===== src/rtl/cardclk_pkg.sv =====
package cardclk_pkg;

  typedef enum logic [1:0] {
    BW_ONE   = 2'd0,
    BW_FOUR  = 2'd1,
    BW_EIGHT = 2'd2,
    BW_RSVD  = 2'd3
  } bus_width_e;

  typedef struct packed {
    logic [7:0] lanes;
    logic       ddr;
    logic       hs;
  } mode_t;

  localparam mode_t MODE_RESET = '{lanes: 8'h01, ddr: 1'b0, hs: 1'b0};

  function automatic logic [7:0] lane_mask(input logic [1:0] code);
    bus_width_e w;
    w = bus_width_e'(code);
    case (w)
      BW_FOUR:  lane_mask = 8'h0F;
      BW_EIGHT: lane_mask = 8'hFF;
      default:  lane_mask = 8'h01;
    endcase
  endfunction

endpackage


===== src/rtl/cardclk_cfg.sv =====
module cardclk_cfg
  import cardclk_pkg::*;
#(
  parameter int DIV_W = 8
) (
  input  logic             clk_i,
  input  logic             rst_ni,
  input  logic [DIV_W-1:0] div_i,
  input  logic [1:0]       width_i,
  input  logic             ddr_en_i,
  input  logic             speed_i,
  output logic [DIV_W-1:0] eff_div_o,
  output logic             byp_req_o,
  output mode_t            mode_o,
  output logic             err_o
);

  localparam logic [DIV_W-1:0] DIV_ZERO = '0;
  localparam logic [DIV_W-1:0] DIV_HALF = DIV_W'(1);

  logic zero_div;
  logic err_q;

  assign zero_div = (div_i == DIV_ZERO);

  always_comb begin
    if (!zero_div) begin
      eff_div_o = div_i;
      byp_req_o = 1'b0;
    end else if (ddr_en_i) begin
      eff_div_o = DIV_HALF;
      byp_req_o = 1'b0;
    end else begin
      eff_div_o = DIV_ZERO;
      byp_req_o = 1'b1;
    end
    mode_o.lanes = lane_mask(width_i);
    mode_o.ddr   = ddr_en_i;
    mode_o.hs    = speed_i;
  end

  always_ff @(posedge clk_i or negedge rst_ni) begin
    if (!rst_ni) err_q <= 1'b0;
    else         err_q <= zero_div & ddr_en_i;
  end

  assign err_o = err_q;

  assert_cfg_fallback_R3: assert property (@(posedge clk_i) disable iff (!rst_ni)
    byp_req_o |-> (eff_div_o == DIV_ZERO && !mode_o.ddr));

endmodule


===== src/rtl/cardclk_gen.sv =====
module cardclk_gen
  import cardclk_pkg::*;
#(
  parameter int DIV_W = 8
) (
  input  logic             clk_i,
  input  logic             rst_ni,
  input  logic [DIV_W-1:0] eff_div_i,
  input  logic             byp_req_i,
  input  mode_t            mode_i,
  input  logic             stall_i,
  output logic             cclk_o,
  output logic             byp_o,
  output logic             stb_o,
  output mode_t            mode_o
);

  localparam logic [DIV_W-1:0] ONE = DIV_W'(1);

  logic [DIV_W-1:0] cnt_q;
  logic [DIV_W-1:0] div_q;
  logic             cclk_q;
  logic             byp_q;
  logic             stb_q;
  mode_t            mode_q;
  logic             hold;
  logic             term;
  logic             load;

  assign hold = !cclk_q && stall_i;
  assign term = (cnt_q == div_q - ONE);
  assign load = byp_q || hold || (term && cclk_q);

  // phase counter and card clock level
  always_ff @(posedge clk_i or negedge rst_ni) begin
    if (!rst_ni) begin
      cnt_q  <= '0;
      cclk_q <= 1'b0;
      stb_q  <= 1'b0;
    end else if (byp_q) begin
      cnt_q  <= '0;
      cclk_q <= 1'b0;
      stb_q  <= !stall_i;
    end else if (hold) begin
      cnt_q  <= '0;
      stb_q  <= 1'b0;
    end else if (term) begin
      cnt_q  <= '0;
      cclk_q <= !cclk_q;
      stb_q  <= !cclk_q || mode_q.ddr;
    end else begin
      cnt_q  <= cnt_q + ONE;
      stb_q  <= 1'b0;
    end
  end

  // shadow settings, taken only where the output is low
  always_ff @(posedge clk_i or negedge rst_ni) begin
    if (!rst_ni) begin
      div_q  <= ONE;
      byp_q  <= 1'b0;
      mode_q <= MODE_RESET;
    end else if (load) begin
      div_q  <= eff_div_i;
      byp_q  <= byp_req_i;
      mode_q <= mode_i;
    end
  end

  assign cclk_o = cclk_q;
  assign byp_o  = byp_q;
  assign stb_o  = stb_q;
  assign mode_o = mode_q;

  assert_half_len_R1: assert property (@(posedge clk_i) disable iff (!rst_ni)
    !$stable(cclk_q) |-> ($past(cnt_q) == $past(div_q) - ONE));

  assert_no_ddr_bypass_R3: assert property (@(posedge clk_i) disable iff (!rst_ni)
    mode_q.ddr |-> (!byp_q && div_q != '0));

  assert_load_low_R4: assert property (@(posedge clk_i) disable iff (!rst_ni)
    !$stable(div_q) |-> !cclk_q);

  assert_lane_code_R5: assert property (@(posedge clk_i) disable iff (!rst_ni)
    mode_q.lanes inside {8'h01, 8'h0F, 8'hFF});

  assert_stall_low_R7: assert property (@(posedge clk_i) disable iff (!rst_ni)
    (stall_i && !cclk_q) |=> !cclk_q);

  assert_bypass_parked_R2: assert property (@(posedge clk_i) disable iff (!rst_ni)
    byp_q |=> !cclk_q);

endmodule


===== src/rtl/cardclk_out.sv =====
module cardclk_out (
  input  logic clk_i,
  input  logic rst_ni,
  input  logic byp_i,
  input  logic stall_i,
  input  logic div_clk_i,
  input  logic fb_clk_i,
  input  logic fb_sel_i,
  output logic cclk_o,
  output logic rx_clk_o
);

  logic pass_q;

  // enable changes only while the kernel clock is low
  always_ff @(negedge clk_i or negedge rst_ni) begin
    if (!rst_ni) pass_q <= 1'b0;
    else         pass_q <= byp_i && !stall_i;
  end

  assign cclk_o   = pass_q ? clk_i : div_clk_i;
  assign rx_clk_o = fb_sel_i ? fb_clk_i : cclk_o;

  assert_pass_needs_bypass_R2: assert property (@(posedge clk_i) disable iff (!rst_ni)
    (pass_q && !byp_i) |=> !pass_q);

endmodule


===== src/rtl/cardclk_ctrl.sv =====
module cardclk_ctrl
  import cardclk_pkg::*;
#(
  parameter int DIV_W = 8
) (
  input  logic             clk_i,
  input  logic             rst_ni,
  input  logic             fb_clk_i,
  input  logic [DIV_W-1:0] div_i,
  input  logic [1:0]       width_i,
  input  logic             ddr_en_i,
  input  logic             speed_i,
  input  logic             rx_fb_sel_i,
  input  logic             flow_en_i,
  input  logic             rx_dir_i,
  input  logic             fifo_full_i,
  input  logic             fifo_empty_i,
  output logic             cclk_o,
  output logic             rx_clk_o,
  output logic             stb_o,
  output logic [7:0]       lane_mask_o,
  output logic             ddr_o,
  output logic             hs_o,
  output logic             err_o
);

  logic [DIV_W-1:0] eff_div;
  logic             byp_req;
  mode_t            mode_next;
  mode_t            mode_act;
  logic             stall;
  logic             div_clk;
  logic             byp_act;

  assign stall = flow_en_i && (rx_dir_i ? fifo_full_i : fifo_empty_i);

  cardclk_cfg #(.DIV_W(DIV_W)) u_cfg (
    .clk_i    (clk_i),
    .rst_ni   (rst_ni),
    .div_i    (div_i),
    .width_i  (width_i),
    .ddr_en_i (ddr_en_i),
    .speed_i  (speed_i),
    .eff_div_o(eff_div),
    .byp_req_o(byp_req),
    .mode_o   (mode_next),
    .err_o    (err_o)
  );

  cardclk_gen #(.DIV_W(DIV_W)) u_gen (
    .clk_i    (clk_i),
    .rst_ni   (rst_ni),
    .eff_div_i(eff_div),
    .byp_req_i(byp_req),
    .mode_i   (mode_next),
    .stall_i  (stall),
    .cclk_o   (div_clk),
    .byp_o    (byp_act),
    .stb_o    (stb_o),
    .mode_o   (mode_act)
  );

  cardclk_out u_out (
    .clk_i    (clk_i),
    .rst_ni   (rst_ni),
    .byp_i    (byp_act),
    .stall_i  (stall),
    .div_clk_i(div_clk),
    .fb_clk_i (fb_clk_i),
    .fb_sel_i (rx_fb_sel_i),
    .cclk_o   (cclk_o),
    .rx_clk_o (rx_clk_o)
  );

  assign lane_mask_o = mode_act.lanes;
  assign ddr_o       = mode_act.ddr;
  assign hs_o        = mode_act.hs;

endmodule


===== config.mk =====
export PLATFORM = sky130hd
export DESIGN_NAME = cardclk_ctrl
export DESIGN_NICKNAME = d
export VERILOG_FILES = /design/src/rtl/cardclk_pkg.sv /design/src/rtl/cardclk_cfg.sv /design/src/rtl/cardclk_gen.sv /design/src/rtl/cardclk_out.sv /design/src/rtl/cardclk_ctrl.sv
export SDC_FILE = /design/constraint.sdc
export NUM_CORES = 1
export LEC_CHECK = 0
export ABC_AREA = 0
export BUFFER_PORTS_ARGS = -buffer_cell sky130_fd_sc_hd__buf_4
export CAP_MARGIN = 15
export CELL_PAD_IN_SITES_DETAIL_PLACEMENT = 0
export CELL_PAD_IN_SITES_GLOBAL_PLACEMENT = 2
export CORE_ASPECT_RATIO = 1.4
export CORE_MARGIN = 4
export CORE_UTILIZATION = 30
export DETAILED_ROUTE_END_ITERATION = 16
export PLACE_DENSITY = 0.69
export RECOVER_POWER = 50
export SKIP_CTS_REPAIR_TIMING = 1
export SLEW_MARGIN = 20
export SYNTH_ARGS = -nofsm -noshare
export SYNTH_HDL_FRONTEND = slang
export SYNTH_HIERARCHICAL = 1
export SYNTH_SLANG_ARGS = --single-unit

===== constraint.sdc =====
create_clock -name clk_i -period 6.9 [get_ports clk_i]
set_clock_uncertainty 0.15 [all_clocks]
set_input_delay 0 -clock clk_i [delete_from_list [all_inputs] [get_ports clk_i]]
set_output_delay 0 -clock clk_i [all_outputs]
set_load 0.02 [all_outputs]

## Word level (Yosys, flattened, before mapping)

Cells that the tools add are included.

| word-level totals | value |
|---|---|
| input bits | 20 |
| output and inout bits | 14 |
| logic and storage cells | 46 |
| flip-flop bits (word level) | 31 |

| cells by class | value |
|---|---|
| bitwise operators | 1 |
| equality and inequality tests | 4 |
| reductions and logical operators | 12 |
| multiplexer cells | 17 |
| add/subtract/negate cells | 2 |

Operators with widths:

| operator | count |
|---|---|
| 8-bit 2-to-1 mux | 4 |
| 8-bit one-hot mux with 2 select lines | 1 |
| 1-bit 2-to-1 mux | 12 |
| 8-bit by 1-bit adder with 8-bit output (second input constant) | 1 |
| 8-bit == test | 1 |
| 8-bit logical NOT | 1 |
| 8-bit by 1-bit subtractor with 8-bit output (second input constant) | 1 |
| 1-bit logical AND | 4 |
| 1-bit logical OR | 3 |
| 2-bit by 1-bit == test with 1-bit output (second input constant) | 1 |
| 2-bit == test (second input constant) | 1 |
| 1-bit logical NOT | 2 |
| 2-bit by 1-bit inequality test with 1-bit output (second input constant) | 1 |
| 2-bit AND reduction | 1 |
| 2-bit nonzero test | 1 |
| 1-bit bitwise AND | 1 |

## Longest topological paths before layout

| logic depth | value |
|---|---|
| depth after elaboration | 5 |
| mapped depth | 8 |
| mapped depth without buffers | 7 |

## Hierarchy

The synthesis kept the hierarchy.

Modules (own cells, without submodules):

| module | sequential area each (sq um) | cells each | instances | area an instance (sq um) |
|---|---|---|---|---|
| cardclk_gen | 728.2 | 114 | 1 | 1456.4 |
| cardclk_cfg | 25.0 | 26 | 1 | 182.7 |
| cardclk_out | 25.0 | 4 | 1 | 57.6 |
| cardclk_ctrl | 0.0 | 2 | 1 | 16.3 |

==> impl_metrics.csv <==
group,metric,value,unit
status,status,"finished with violations",
status,failed_checks,"capacitance limit, slew limit",
placed_design,port_buffers,33,
timing,max_slew.worst_pin.slew,1.53,ns
min_path,hold_path_depth,5,
floorplanning,initial_core_util,0.310,
clocking,insertion_delay,0.39,ns
drt,first_pass_iters,3,
logic_synthesis,synth.top_cell.area_share,0.409,
setup_path,r2r-end,"u_out/pass_q$_DFF_NN0_",
placed_design,place_inst,231,
pwr,p_sw,0.350,mW
logic_synthesis,yosysTopAreaCell,"dfrtp_1",
final_layout,instances_no_fill,263,
logic_synthesis,synthDistinctLibCells,42,
logic_synthesis,yosysSeqAreaShare,0.454,
logic_synthesis,synth_warnings,6,
pwr,p_per_area,428,mW/mm²
pwr,p_int,0.618,mW
pwr,power.share.combinational,0.368,
grt,grt_pass1_vias,1410,
min_path,hp-class,"input port to flip-flop",
timing,fin_setup_tns,0,ns
drt,drc,0,
setup_path,endpoint_kind,"output pin",
logic_synthesis,synthTopCellsByArea,"dfrtp_1 (41%), mux2_4 (8.8%), mux2_2 (7.2%), xnor2_1 (4.6%), buf_4 (3.5%)",
drt,drt-vias-per-instance,4.59,
drt,wl,3680,µm
floorplanning,die_h,97.4,µm
logic_synthesis,avgSynthCellArea,11.7,µm²
floorplanning,die_w,71.9,µm
final_layout,areaGrowthSynthToFinish,31.9,%
placed_design,hpwl,2580,µm
grt,grt.total_usage,0.116,
min_path,holdPathEnd,"u_gen/stb_o$_DFF_PN0_",
placed_design,gp_congestion,0.715,
timing,finalMaxSlewViolations,29,
floorplanning,fp-row-count,32,
drt,num_vias,1207,
min_path,min_from,"flow_en_i",
logic_synthesis,synth_edf_count,0,
timing,setup_viol,0,
pwr,fin_total_pwr,0.968,mW
grt,antenna_found_initial,0,
pwr,p_seq_frac,0.354,
setup_path,worstSetupPathType,"flip-flop to output pin",
pwr,clkPwrFrac,0.277,
final_layout,antenna_cells,0,
setup_path,reg2reg_depth,1,
setup_path,start_kind,"flip-flop",
logic_synthesis,synth_ff_type,"dfrtp_1",
logic_synthesis,syn_area,0.00171,mm²
logic_synthesis,synth_cells,146,
final_layout,drive_gt1_frac,0.364,
floorplanning,die_area,0.00700,mm²
logic_synthesis,ys_seq_elements,31,
setup_path,rr_startpoint,"u_gen/byp_o$_DFFE_PN0P_",
timing,relSlewSlack,-0.0203,
grt,overflow,0,
setup_path,startpoint,"u_out/pass_q$_DFF_NN0_",
clocking,cts_tree,"yes",
grt,grt_pass1_wl,6230,µm
drt,drtIter0Drc,23,
grt,grt_max_degree,32,
timing,hold_viol_final,0,
setup_path,cp_max_fo,2,
setup_path,worstPathRequired,6.75,ns
floorplanning,coreArea,0.00553,mm²
drt,ant_nets,0,
setup_path,r2r_setup_slack,2.62,ns
clocking,clk_pin_slew_worst_paths,0.07,ns
floorplanning,ios,34,
job,max-cap-violations,1,
pwr,ir_drop,0.182,mV
final_layout,fin_nets,216,
setup_path,arrival,5.25,ns
logic_synthesis,syn_nets,169,
timing,rsz0062_at_grt,"false",
logic_synthesis,async_flop_share,1.00,
pwr,power.share.switching,0.361,
drt,routedWlPerCell,14.0,µm
pwr,power.leakage,1.08,nW
[placed cells by master (no fill, tap or decap), types with 4 or more instances in the layout]
master / Yosys / layout
buf_4: 8 / 24
dfrtp_1: 28 / 28
mux2_4: 10 / 10
clkbuf_1: 7 / 11
nor2b_1: 4 / 4
nand3_1: 7 / 7
mux2_2: 11 / 11
inv_1: 5 / 5
clkbuf_8: 0 / 14
xnor2_1: 9 / 9
dlygate4sd3_1: 0 / 13
xor2_1: 5 / 5
and2_1: 7 / 7
nor3_1: 4 / 4
[stage by stage]
step / hold slack [ns] / setup slack [ns] / util / area (µm²)
2_1_floorplan: -0.446 / 2.25 / - / 1710
3_3_place_gp: -0.198 / 2.22 / 0.353 / 1950
3_5_place_dp: -0.190 / 2.20 / 0.353 / 1950
4_1_cts: -0.608 / 1.49 / 0.391 / 2160
5_1_grt: 0.0336 / 1.43 / 0.409 / 2260
6_report: 0.0144 / 1.50 / 0.409 / 2260
[logic make-up after synthesis]
logic type               count (synthesis)  synth area share
flip-flops                              31             0.454
AND/OR/NAND/NOR                         39             0.140
multiplexers                            22             0.166
other                                    1           0.00219
buffers and inverters                   21            0.0679
adder cells (fa/ha/maj)                  3            0.0219
XOR/XNOR                                14            0.0716
AO/OA/AOI/OAI                           15            0.0760
[power by group through the flow]
stage	combinational, mW	clock [mW]	sequential, mW
after CTS	0.371	0.277	0.346
after floorplan	0.246	0.0118	0.359
final	0.357	0.268	0.343
after global routing	0.397	0.291	0.359
after global placement	0.364	0.0175	0.343
after detailed placement	0.371	0.0175	0.347
[registers in the layout, summed over array words and instances, names as in the netlist]
name          flops
u_cfg/err_o       1
u_gen/byp_o       1
u_gen/cclk_o      1
u_gen/cnt_q       8
u_gen/div_q       8
u_gen/mode_o     10
u_gen/stb_o       1
u_out/pass_q      1
[Yosys cell counts, drive strengths merged, types with 2 or more instances]
library cell / count
and3: 4
clkbuf: 7
a31oi: 2
inv: 5
nor2: 2
xnor2: 9
o21ai: 2
nand3: 7
dfstp: 2
buf: 9
xor2: 5
dfrtp: 28
a21o: 2
a41oi: 2
nor4: 3
mux2: 21
a21oi: 2
nor2b: 4
nor3: 4
and2: 7
ha: 3
[final cells by class]
class | instances | area [µm²]
Tap cell | 68 | 85.1
Timing Repair Buffer | 45 | 333
Multi-Input combinational cell | 94 | 818
Clock inverter | 3 | 15.0
Fill cell | 556 | 3270
Inverter | 5 | 18.8
Sequential cell | 31 | 778
Clock buffer | 17 | 211
[worst max-delay path by stage]
stage,to,slack (ns),cells after the start
2_1_floorplan,rx_clk_o,2.25,2
3_3_place_gp,rx_clk_o,2.22,3
3_5_place_dp,rx_clk_o,2.20,3
4_1_cts,rx_clk_o,1.49,5
5_1_grt,rx_clk_o,1.43,5
6_report,rx_clk_o,1.50,5
[critical path, stage by stage, from the launching register on]
cell      delay, ns
dfrtn_1        0.42
mux2_4         0.30
clkbuf_8       0.14
clkbuf_8       0.12
mux2_2         0.25
buf_4          0.16
[metal layers]
metal	track usage	vias up	share of wire
li1	-	590	-
met1	0.123	567	0.40
met2	0.174	39	0.51
met3	0.0580	11	0.057
met4	0.0839	0	0.024
met5	0	-	0
Note: power is estimated with default switching activity, not from simulation.
